`src/rtl/seg_xlate_pkg.sv`:
```
package seg_xlate_pkg;
   typedef enum logic [1:0] {
      FLT_RANGE   = 2'd0,
      FLT_UNUSED  = 2'd1,
      FLT_LENGTH  = 2'd2,
      FLT_PERM    = 2'd3
   } flt_code_e;

   typedef enum logic [1:0] {
      ACC_READ  = 2'd0,
      ACC_WRITE = 2'd1,
      ACC_FETCH = 2'd2,
      ACC_RSVD  = 2'd3
   } acc_kind_e;

   localparam int PERM_W = 3;
   localparam int PERM_RD = 0;
   localparam int PERM_WR = 1;
   localparam int PERM_EX = 2;
endpackage

```
`src/rtl/seg_table.sv`:
```
module seg_table #(
   parameter int SEG_BITS = 3,
   parameter int OFF_BITS = 12,
   parameter int PA_BITS  = 16
) (
   input  logic                 clk,
   input  logic                 rst_n,
   input  logic                 wr_en,
   input  logic [SEG_BITS-1:0]  wr_idx,
   input  logic [PA_BITS-1:0]   wr_base,
   input  logic [OFF_BITS:0]    wr_limit,
   input  logic                 wr_valid,
   input  logic [seg_xlate_pkg::PERM_W-1:0] wr_perm,
   input  logic                 cnt_we,
   input  logic [SEG_BITS:0]    cnt_data,
   input  logic [SEG_BITS-1:0]  rd_idx,
   output logic [PA_BITS-1:0]   rd_base,
   output logic [OFF_BITS:0]    rd_limit,
   output logic                 rd_valid,
   output logic [seg_xlate_pkg::PERM_W-1:0] rd_perm,
   output logic [SEG_BITS:0]    cnt_q,
   output logic [(1<<SEG_BITS)-1:0] valid_vec
);
   localparam int NUM_SEGS = 1 << SEG_BITS;
   localparam int PW = seg_xlate_pkg::PERM_W;

   logic [NUM_SEGS-1:0][PA_BITS-1:0]  base_all;
   logic [NUM_SEGS-1:0][OFF_BITS:0]   limit_all;
   logic [NUM_SEGS-1:0][PW-1:0]       perm_all;

   for (genvar i = 0; i < NUM_SEGS; i++) begin : g_ent
      logic [PA_BITS-1:0]  base_r;
      logic [OFF_BITS:0]   limit_r;
      logic [PW-1:0]       perm_r;
      logic                valid_r;
      logic                hit;

      assign hit = wr_en && (wr_idx == SEG_BITS'(i));

      always_ff @(posedge clk or negedge rst_n) begin
         if (!rst_n) begin
            base_r  <= '0;
            limit_r <= '0;
            perm_r  <= '0;
            valid_r <= 1'b0;
         end else if (hit) begin
            base_r  <= wr_base;
            limit_r <= wr_limit;
            perm_r  <= wr_perm;
            valid_r <= wr_valid;
         end
      end

      assign base_all[i]  = base_r;
      assign limit_all[i] = limit_r;
      assign perm_all[i]  = perm_r;
      assign valid_vec[i] = valid_r;
   end

   always_ff @(posedge clk or negedge rst_n) begin
      if (!rst_n)      cnt_q <= '0;
      else if (cnt_we) cnt_q <= cnt_data;
   end

   assign rd_base  = base_all[rd_idx];
   assign rd_limit = limit_all[rd_idx];
   assign rd_perm  = perm_all[rd_idx];
   assign rd_valid = valid_vec[rd_idx];
endmodule

```
`src/rtl/seg_check.sv`:
```
module seg_check
   import seg_xlate_pkg::*;
#(
   parameter int SEG_BITS = 3,
   parameter int OFF_BITS = 12,
   parameter int PA_BITS  = 16
) (
   input  logic [SEG_BITS-1:0] seg,
   input  logic [OFF_BITS-1:0] off,
   input  logic [1:0]          acc,
   input  logic [SEG_BITS:0]   cnt,
   input  logic                ent_valid,
   input  logic [PA_BITS-1:0]  ent_base,
   input  logic [OFF_BITS:0]   ent_limit,
   input  logic [PERM_W-1:0]   ent_perm,
   output logic                fault,
   output logic [1:0]          code,
   output logic [PA_BITS-1:0]  paddr
);
   logic in_range, in_length, allowed;
   logic [PA_BITS-1:0] sum;

   assign in_range  = {1'b0, seg} < cnt;
   assign in_length = {1'b0, off} < ent_limit;
   assign sum       = ent_base + PA_BITS'(off);

   always_comb begin
      unique case (acc_kind_e'(acc))
         ACC_READ:  allowed = ent_perm[PERM_RD];
         ACC_WRITE: allowed = ent_perm[PERM_WR];
         ACC_FETCH: allowed = ent_perm[PERM_EX];
         default:   allowed = 1'b0;
      endcase
   end

   always_comb begin
      fault = 1'b1;
      code  = FLT_RANGE;
      if (!in_range)       code = FLT_RANGE;
      else if (!ent_valid) code = FLT_UNUSED;
      else if (!in_length) code = FLT_LENGTH;
      else if (!allowed)   code = FLT_PERM;
      else begin
         fault = 1'b0;
         code  = FLT_RANGE;
      end
      paddr = fault ? '0 : sum;
   end
endmodule

```
`src/rtl/seg_rsp_reg.sv`:
```
module seg_rsp_reg #(
   parameter int PA_BITS = 16
) (
   input  logic               clk,
   input  logic               rst_n,
   input  logic               in_valid,
   output logic               in_ready,
   input  logic [PA_BITS-1:0] in_paddr,
   input  logic               in_fault,
   input  logic [1:0]         in_code,
   output logic               out_valid,
   input  logic               out_ready,
   output logic [PA_BITS-1:0] out_paddr,
   output logic               out_fault,
   output logic [1:0]         out_code
);
   logic take;

   assign in_ready = !out_valid || out_ready;
   assign take     = in_valid && in_ready;

   always_ff @(posedge clk or negedge rst_n) begin
      if (!rst_n) begin
         out_valid <= 1'b0;
         out_paddr <= '0;
         out_fault <= 1'b0;
         out_code  <= '0;
      end else begin
         if (take) begin
            out_valid <= 1'b1;
            out_paddr <= in_paddr;
            out_fault <= in_fault;
            out_code  <= in_code;
         end else if (out_ready) begin
            out_valid <= 1'b0;
         end
      end
   end
endmodule

```
`src/rtl/seg_xlate_unit.sv`:
```
module seg_xlate_unit
   import seg_xlate_pkg::*;
#(
   parameter int SEG_BITS = 3,
   parameter int OFF_BITS = 12,
   parameter int PA_BITS  = 16
) (
   input  logic                 clk,
   input  logic                 rst_n,
   input  logic                 req_valid,
   output logic                 req_ready,
   input  logic [SEG_BITS-1:0]  req_seg,
   input  logic [OFF_BITS-1:0]  req_off,
   input  logic [1:0]           req_acc,
   output logic                 rsp_valid,
   input  logic                 rsp_ready,
   output logic [PA_BITS-1:0]   rsp_paddr,
   output logic                 rsp_fault,
   output logic [1:0]           rsp_code,
   input  logic                 cfg_entry_we,
   input  logic [SEG_BITS-1:0]  cfg_idx,
   input  logic [PA_BITS-1:0]   cfg_base,
   input  logic [OFF_BITS:0]    cfg_limit,
   input  logic                 cfg_valid,
   input  logic [2:0]           cfg_perm,
   input  logic                 cfg_count_we,
   input  logic [SEG_BITS:0]    cfg_count
);
   localparam int NUM_SEGS = 1 << SEG_BITS;

   if (SEG_BITS < 1 || SEG_BITS > 6) begin : g_bad_seg
      $error("seg_xlate_unit: SEG_BITS must lie in 1..6");
   end
   if (PA_BITS < OFF_BITS) begin : g_bad_pa
      $error("seg_xlate_unit: PA_BITS must not be below OFF_BITS");
   end
   if (PERM_W != 3) begin : g_bad_perm
      $error("seg_xlate_unit: permission field must be three bits");
   end

   logic [PA_BITS-1:0]  ent_base;
   logic [OFF_BITS:0]   ent_limit;
   logic                ent_valid;
   logic [PERM_W-1:0]   ent_perm;
   logic [SEG_BITS:0]   seg_cnt;
   logic [NUM_SEGS-1:0] valid_vec;
   logic                chk_fault;
   logic [1:0]          chk_code;
   logic [PA_BITS-1:0]  chk_paddr;

   seg_table #(.SEG_BITS(SEG_BITS), .OFF_BITS(OFF_BITS), .PA_BITS(PA_BITS)) u_table (
      .clk       (clk),
      .rst_n     (rst_n),
      .wr_en     (cfg_entry_we),
      .wr_idx    (cfg_idx),
      .wr_base   (cfg_base),
      .wr_limit  (cfg_limit),
      .wr_valid  (cfg_valid),
      .wr_perm   (cfg_perm),
      .cnt_we    (cfg_count_we),
      .cnt_data  (cfg_count),
      .rd_idx    (req_seg),
      .rd_base   (ent_base),
      .rd_limit  (ent_limit),
      .rd_valid  (ent_valid),
      .rd_perm   (ent_perm),
      .cnt_q     (seg_cnt),
      .valid_vec (valid_vec)
   );

   seg_check #(.SEG_BITS(SEG_BITS), .OFF_BITS(OFF_BITS), .PA_BITS(PA_BITS)) u_check (
      .seg       (req_seg),
      .off       (req_off),
      .acc       (req_acc),
      .cnt       (seg_cnt),
      .ent_valid (ent_valid),
      .ent_base  (ent_base),
      .ent_limit (ent_limit),
      .ent_perm  (ent_perm),
      .fault     (chk_fault),
      .code      (chk_code),
      .paddr     (chk_paddr)
   );

   seg_rsp_reg #(.PA_BITS(PA_BITS)) u_rsp (
      .clk       (clk),
      .rst_n     (rst_n),
      .in_valid  (req_valid),
      .in_ready  (req_ready),
      .in_paddr  (chk_paddr),
      .in_fault  (chk_fault),
      .in_code   (chk_code),
      .out_valid (rsp_valid),
      .out_ready (rsp_ready),
      .out_paddr (rsp_paddr),
      .out_fault (rsp_fault),
      .out_code  (rsp_code)
   );
endmodule

```
`config.mk`:
```
export PLATFORM = sky130hd
export DESIGN_NAME = seg_xlate_unit
export DESIGN_NICKNAME = d
export VERILOG_FILES = /design/src/rtl/seg_xlate_pkg.sv /design/src/rtl/seg_table.sv /design/src/rtl/seg_check.sv /design/src/rtl/seg_rsp_reg.sv /design/src/rtl/seg_xlate_unit.sv
export SDC_FILE = /design/constraint.sdc
export NUM_CORES = 1
export LEC_CHECK = 0
export ABC_AREA = 1
export BUFFER_PORTS_ARGS = -buffer_cell sky130_fd_sc_hd__buf_2
export CORE_MARGIN = 2
export CORE_UTILIZATION = 50
export DETAILED_ROUTE_END_ITERATION = 8
export PLACE_DENSITY = 0.7
export SLEW_MARGIN = 20
export SYNTH_ARGS = -nofsm -noshare
export SYNTH_HDL_FRONTEND = slang
export SYNTH_SLANG_ARGS = --single-unit
```
`constraint.sdc`:
```
create_clock -name clk -period 2.15 [get_ports clk]
set_input_delay 0.43 -clock clk [delete_from_list [all_inputs] [get_ports clk]]
set_output_delay 0.43 -clock clk [all_outputs]
set_load 0.05 [all_outputs]
```
==> results.py <==
metrics = {
    "run_status": {
        "status": "finished with violations",
        "failing_checks": "setup timing",
    },
    "setup_path": {
        "timing_worst_setup_path_type": "flip-flop to flip-flop",
        "rr_endpoint": "u_rsp.out_paddr[14]$_DFFE_PN0P_",
        "worstSetupEndpointType": "flip-flop",
        "critical_path.cell_chain": "o21ai_2 -> o22ai_1 -> nor2_1 -> a31oi_1 -> buf_4 -> ha_4 -> fa_2 -> nand3_2 -> nand2_2 -> nand3_2 -> nand3_2 -> nand3_2 -> xor2_1 -> o21bai_2",
        "worstRegToRegCells": 14,
        "worst-path-max-fanout": 3,
        "cpMostUsedCell": "nand3_2",
        "cpPeakStageDelay_ns": 0.39,
        "crit_path_top_delay_cell": "dfrtp_1",
        "type_of_element_launching_the_critical_path": "flip-flop",
        "r2r_start": "u_table.g_ent[1].base_r[0]$_DFFE_PN0P_",
        "wp_data_required_ns": 2.60,
        "worst-r2r-setup-slack_ns": -0.13,
        "worst_ep_arrival_time_ns": 2.73,
    },
    "global_route": {
        "grt_start_max_net_pins": 67,
        "number_of_global_route_vias_before_repair": 11776,
        "groute.usage.overall_pct": 27.1,
        "grt_first_pass_wirelength_mm": 62.3,
        "grt_antenna_before_repair": 0,
        "grt_overflow": 0,
    },
    "clock_network": {
        "cts_max_level": 1,
        "cts_buffers": 31,
        "worst_skew_pair.late_latency_ns": 0.57,
        "cts_tree": "built",
        "clock_path_buffers": 3,
        "cts_root_buffer": "clkbuf_16",
        "numClockSinks": 288,
        "clkSlewWorstSetupHoldPaths_ns": 0.06,
    },
    "timing": {
        "setup_viol": 17,
        "final_hold_viol_count": 0,
        "clock_skew_after_layout_ns": 0.0232,
        "timing.slew.headroom_pct": 49.1,
        "final.setup.worst_slack_ns": -0.125,
        "grt_setup_unrepaired": "yes",
        "drv_slew": 0,
        "fmax_ghz": 0.439,
        "period_needed_ns": 2.28,
        "post-route-period-util_pct": 106,
        "worst_pin_slew_ns": 0.764,
    },
    "hold_path": {
        "hold_end": "u_table.cnt_q[3]$_DFFE_PN0P_",
        "worstHoldStart": "cfg_count[3]",
        "worst_hold_path.num_cells": 3,
        "hold_class": "primary input to flip-flop",
    },
    "flow_run": {
        "drv.max_cap_violation_count": 0,
    },
    "floorplan": {
        "std_cell_rows": 60,
        "dieArea_mm2": 0.0289,
        "initial_utilization_pct": 51.0,
        "design.portCount": 84,
        "die_width_um": 170,
        "core_area_mm2": 0.0270,
        "fp.dieH_um": 170,
    },
    "cells_and_area": {
        "area_growth_from_synthesis_to_layout_pct": 23.9,
        "n_antenna_cell": 0,
        "nets": 1932,
        "n_fill_cell": 2302,
        "utilization_pct": 63.2,
        "final_layout_size_suffix_gt1_share_pct": 18.7,
    },
    "synthesis": {
        "synth_sequential_area_ratio_pct": 52.3,
        "synth.ff_latch_count": 288,
        "synth_area_leader_cell": "dfrtp_1",
        "synth_enable_flop_cells": 0,
        "post-synth-top-area-fraction_pct": 52.3,
        "synthesis.area_mm2": 0.0138,
        "synth_flop_cell": "dfrtp_1",
        "synth_warnings": 0,
        "synth.net_count": 1799,
        "synthCells": 1710,
        "synth-async-reset-ratio_pct": 100,
        "netlist-cell-type-count": 32,
        "synth.top_cells.by_area": "dfrtp_1 52%, o21ai_0 13%, nand2_1 12%",
        "avgSynthCellArea_um2": 8.06,
    },
    "place": {
        "gp_congestion": 0.884,
        "setup_slack_placement_ns": -0.865,
        "dpl.hpwl_mm": 24.2,
        "portBuffers": 83,
    },
    "pwr": {
        "power.total_w": 0.0157,
        "powerDensity_mw_per_mm2": 918,
        "worst_ir_drop_vdd_mv": 0.631,
        "total_leakage_power_nw": 8.35,
    },
    "drt": {
        "detailedRoute.firstIterationViolations": 1161,
        "drt_pre_antenna_iters": 5,
        "finalWirelength_mm": 39.2,
        "drtAntennaViolNets": 0,
        "drcViolationCount": 0,
        "routed_via_density": 5.61,
        "wire_per_inst_um": 17.8,
        "detailroute.via_count": 12371,
    },
}
[area by class of cell]
| type | count | area, um^2 | area share, % |
|---|---|---|---|
| sequential | 288 | 7210 | 42.2 |
| multi-input combinational | 1174 | 6070 | 35.5 |
| timing repair buffer | 207 | 1820 | 10.6 |
| clock buffer | 48 | 950 | 5.56 |
| inverter | 141 | 539 | 3.16 |
| tap | 341 | 427 | 2.50 |
| clock inverter | 6 | 80.1 | 0.469 |
[registers in the layout (all words and copies together), names as in the netlist]
name,count
u_rsp.out_code,2
u_table.g_ent.limit_r,104
u_rsp.out_paddr,16
u_table.g_ent.perm_r,24
u_table.g_ent.valid_r,8
u_rsp.out_valid,1
u_rsp.out_fault,1
u_table.cnt_q,4
u_table.g_ent.base_r,128
[how the worst max path moves through the flow]
| stage | startpoint | to | slack [ns] | depth (start not counted) |
|---|---|---|---|---|
| floorplan | req_seg[0] | u_rsp.out_paddr[14]$_DFFE_PN0P_ | -0.38 | 17 |
| global placement | req_seg[0] | u_rsp.out_paddr[9]$_DFFE_PN0P_ | -0.79 | 15 |
| detailed placement | req_seg[0] | u_rsp.out_paddr[15]$_DFFE_PN0P_ | -0.87 | 18 |
| CTS | u_table.g_ent[1].base_r[0]$_DFFE_PN0P_ | u_rsp.out_paddr[14]$_DFFE_PN0P_ | -0.11 | 14 |
| global route | u_table.g_ent[2].limit_r[2]$_DFFE_PN0P_ | u_rsp.out_paddr[15]$_DFFE_PN0P_ | -0.25 | 12 |
| finish | u_table.g_ent[1].base_r[0]$_DFFE_PN0P_ | u_rsp.out_paddr[14]$_DFFE_PN0P_ | -0.13 | 14 |
[cell usage after synthesis (15+ instances only)]
library cell,count
buf_2,16
inv_1,138
ha_1,25
a21oi_1,29
o211ai_1,15
nand3_1,57
o21ai_0,363
clkbuf_1,81
o22ai_1,25
dfrtp_1,288
nand2_1,430
nor2_1,168
[placed cells by master, fill, tap and decap left out, types with 35 or more instances in the layout]
master and count:
dfrtp_1 288, buf_4 88, clkbuf_16 35, nand3_1 43
nand2_1 415, buf_2 79, o21ai_0 311, nor2_1 163
inv_1 138, o21ai_1 41
[metrics by stage]
stage | TNS [ns] | std cells | hold slack, ns | cell area, um^2
global route | -3.75 | 2205 | 0.0848 | 17100
finish | -1.01 | 2205 | 0.0727 | 17100
floorplan | -4.56 | 1710 | 0.134 | 14000
CTS | -1.00 | 2184 | 0.0602 | 16500
detailed placement | -13.26 | 2123 | 0.392 | 15300
global placement | -13.11 | 2123 | 0.388 | 15300
[critical path, delay by kind of cell, from the launching register on]
family                   cells  cell delay [ns]
AND/OR/NAND/NOR              6             0.52
AO/OA/AOI/OAI                4             0.38
XOR/XNOR                     1             0.18
flip-flops                   1             0.39
buffers and inverters        1             0.17
adder cells (fa/ha/maj)      2             0.54
[routing by layer]
layer,global-route usage [%],vias up,part of all wire (%),routed length (um)
met4,7.58,0,2.2,855
met1,38.8,5985,45,17500
met3,4.67,73,7.6,2980
li1,-,5851,-,-
met5,0,-,0,0
met2,42.5,462,46,17900
[kinds of logic (layout without fill, tap and decap cells)]
| logic type | count (synthesis) | in the layout | share of synthesized area, % |
|---|---|---|---|
| simple gates | 661 | 661 | 18.7 |
| flops | 288 | 288 | 52.3 |
| xor+xnor | 12 | 12 | 0.762 |
| buf+inv | 248 | 402 | 7.09 |
| compound gates | 475 | 475 | 18.7 |
| fa+ha+maj | 26 | 26 | 2.41 |
[power breakdown]
part           switching, W  internal (W)  leakage (nW)
clock network       0.00216       0.00323         0.512
logic               0.00197       0.00139          4.23
registers          0.000522       0.00641          3.61
total               0.00465        0.0110          8.35
[what timing repair did]
item,4_1_cts,5_1_grt
gates cloned,1,4
endpoints found under the hold margin,41,0
buffers inserted,5,17
pin swaps,19,22
setup endpoints to repair,19,19
gates resized for setup,29,99
hold buffers,1,0
Power figures use the tool's default switching activity.
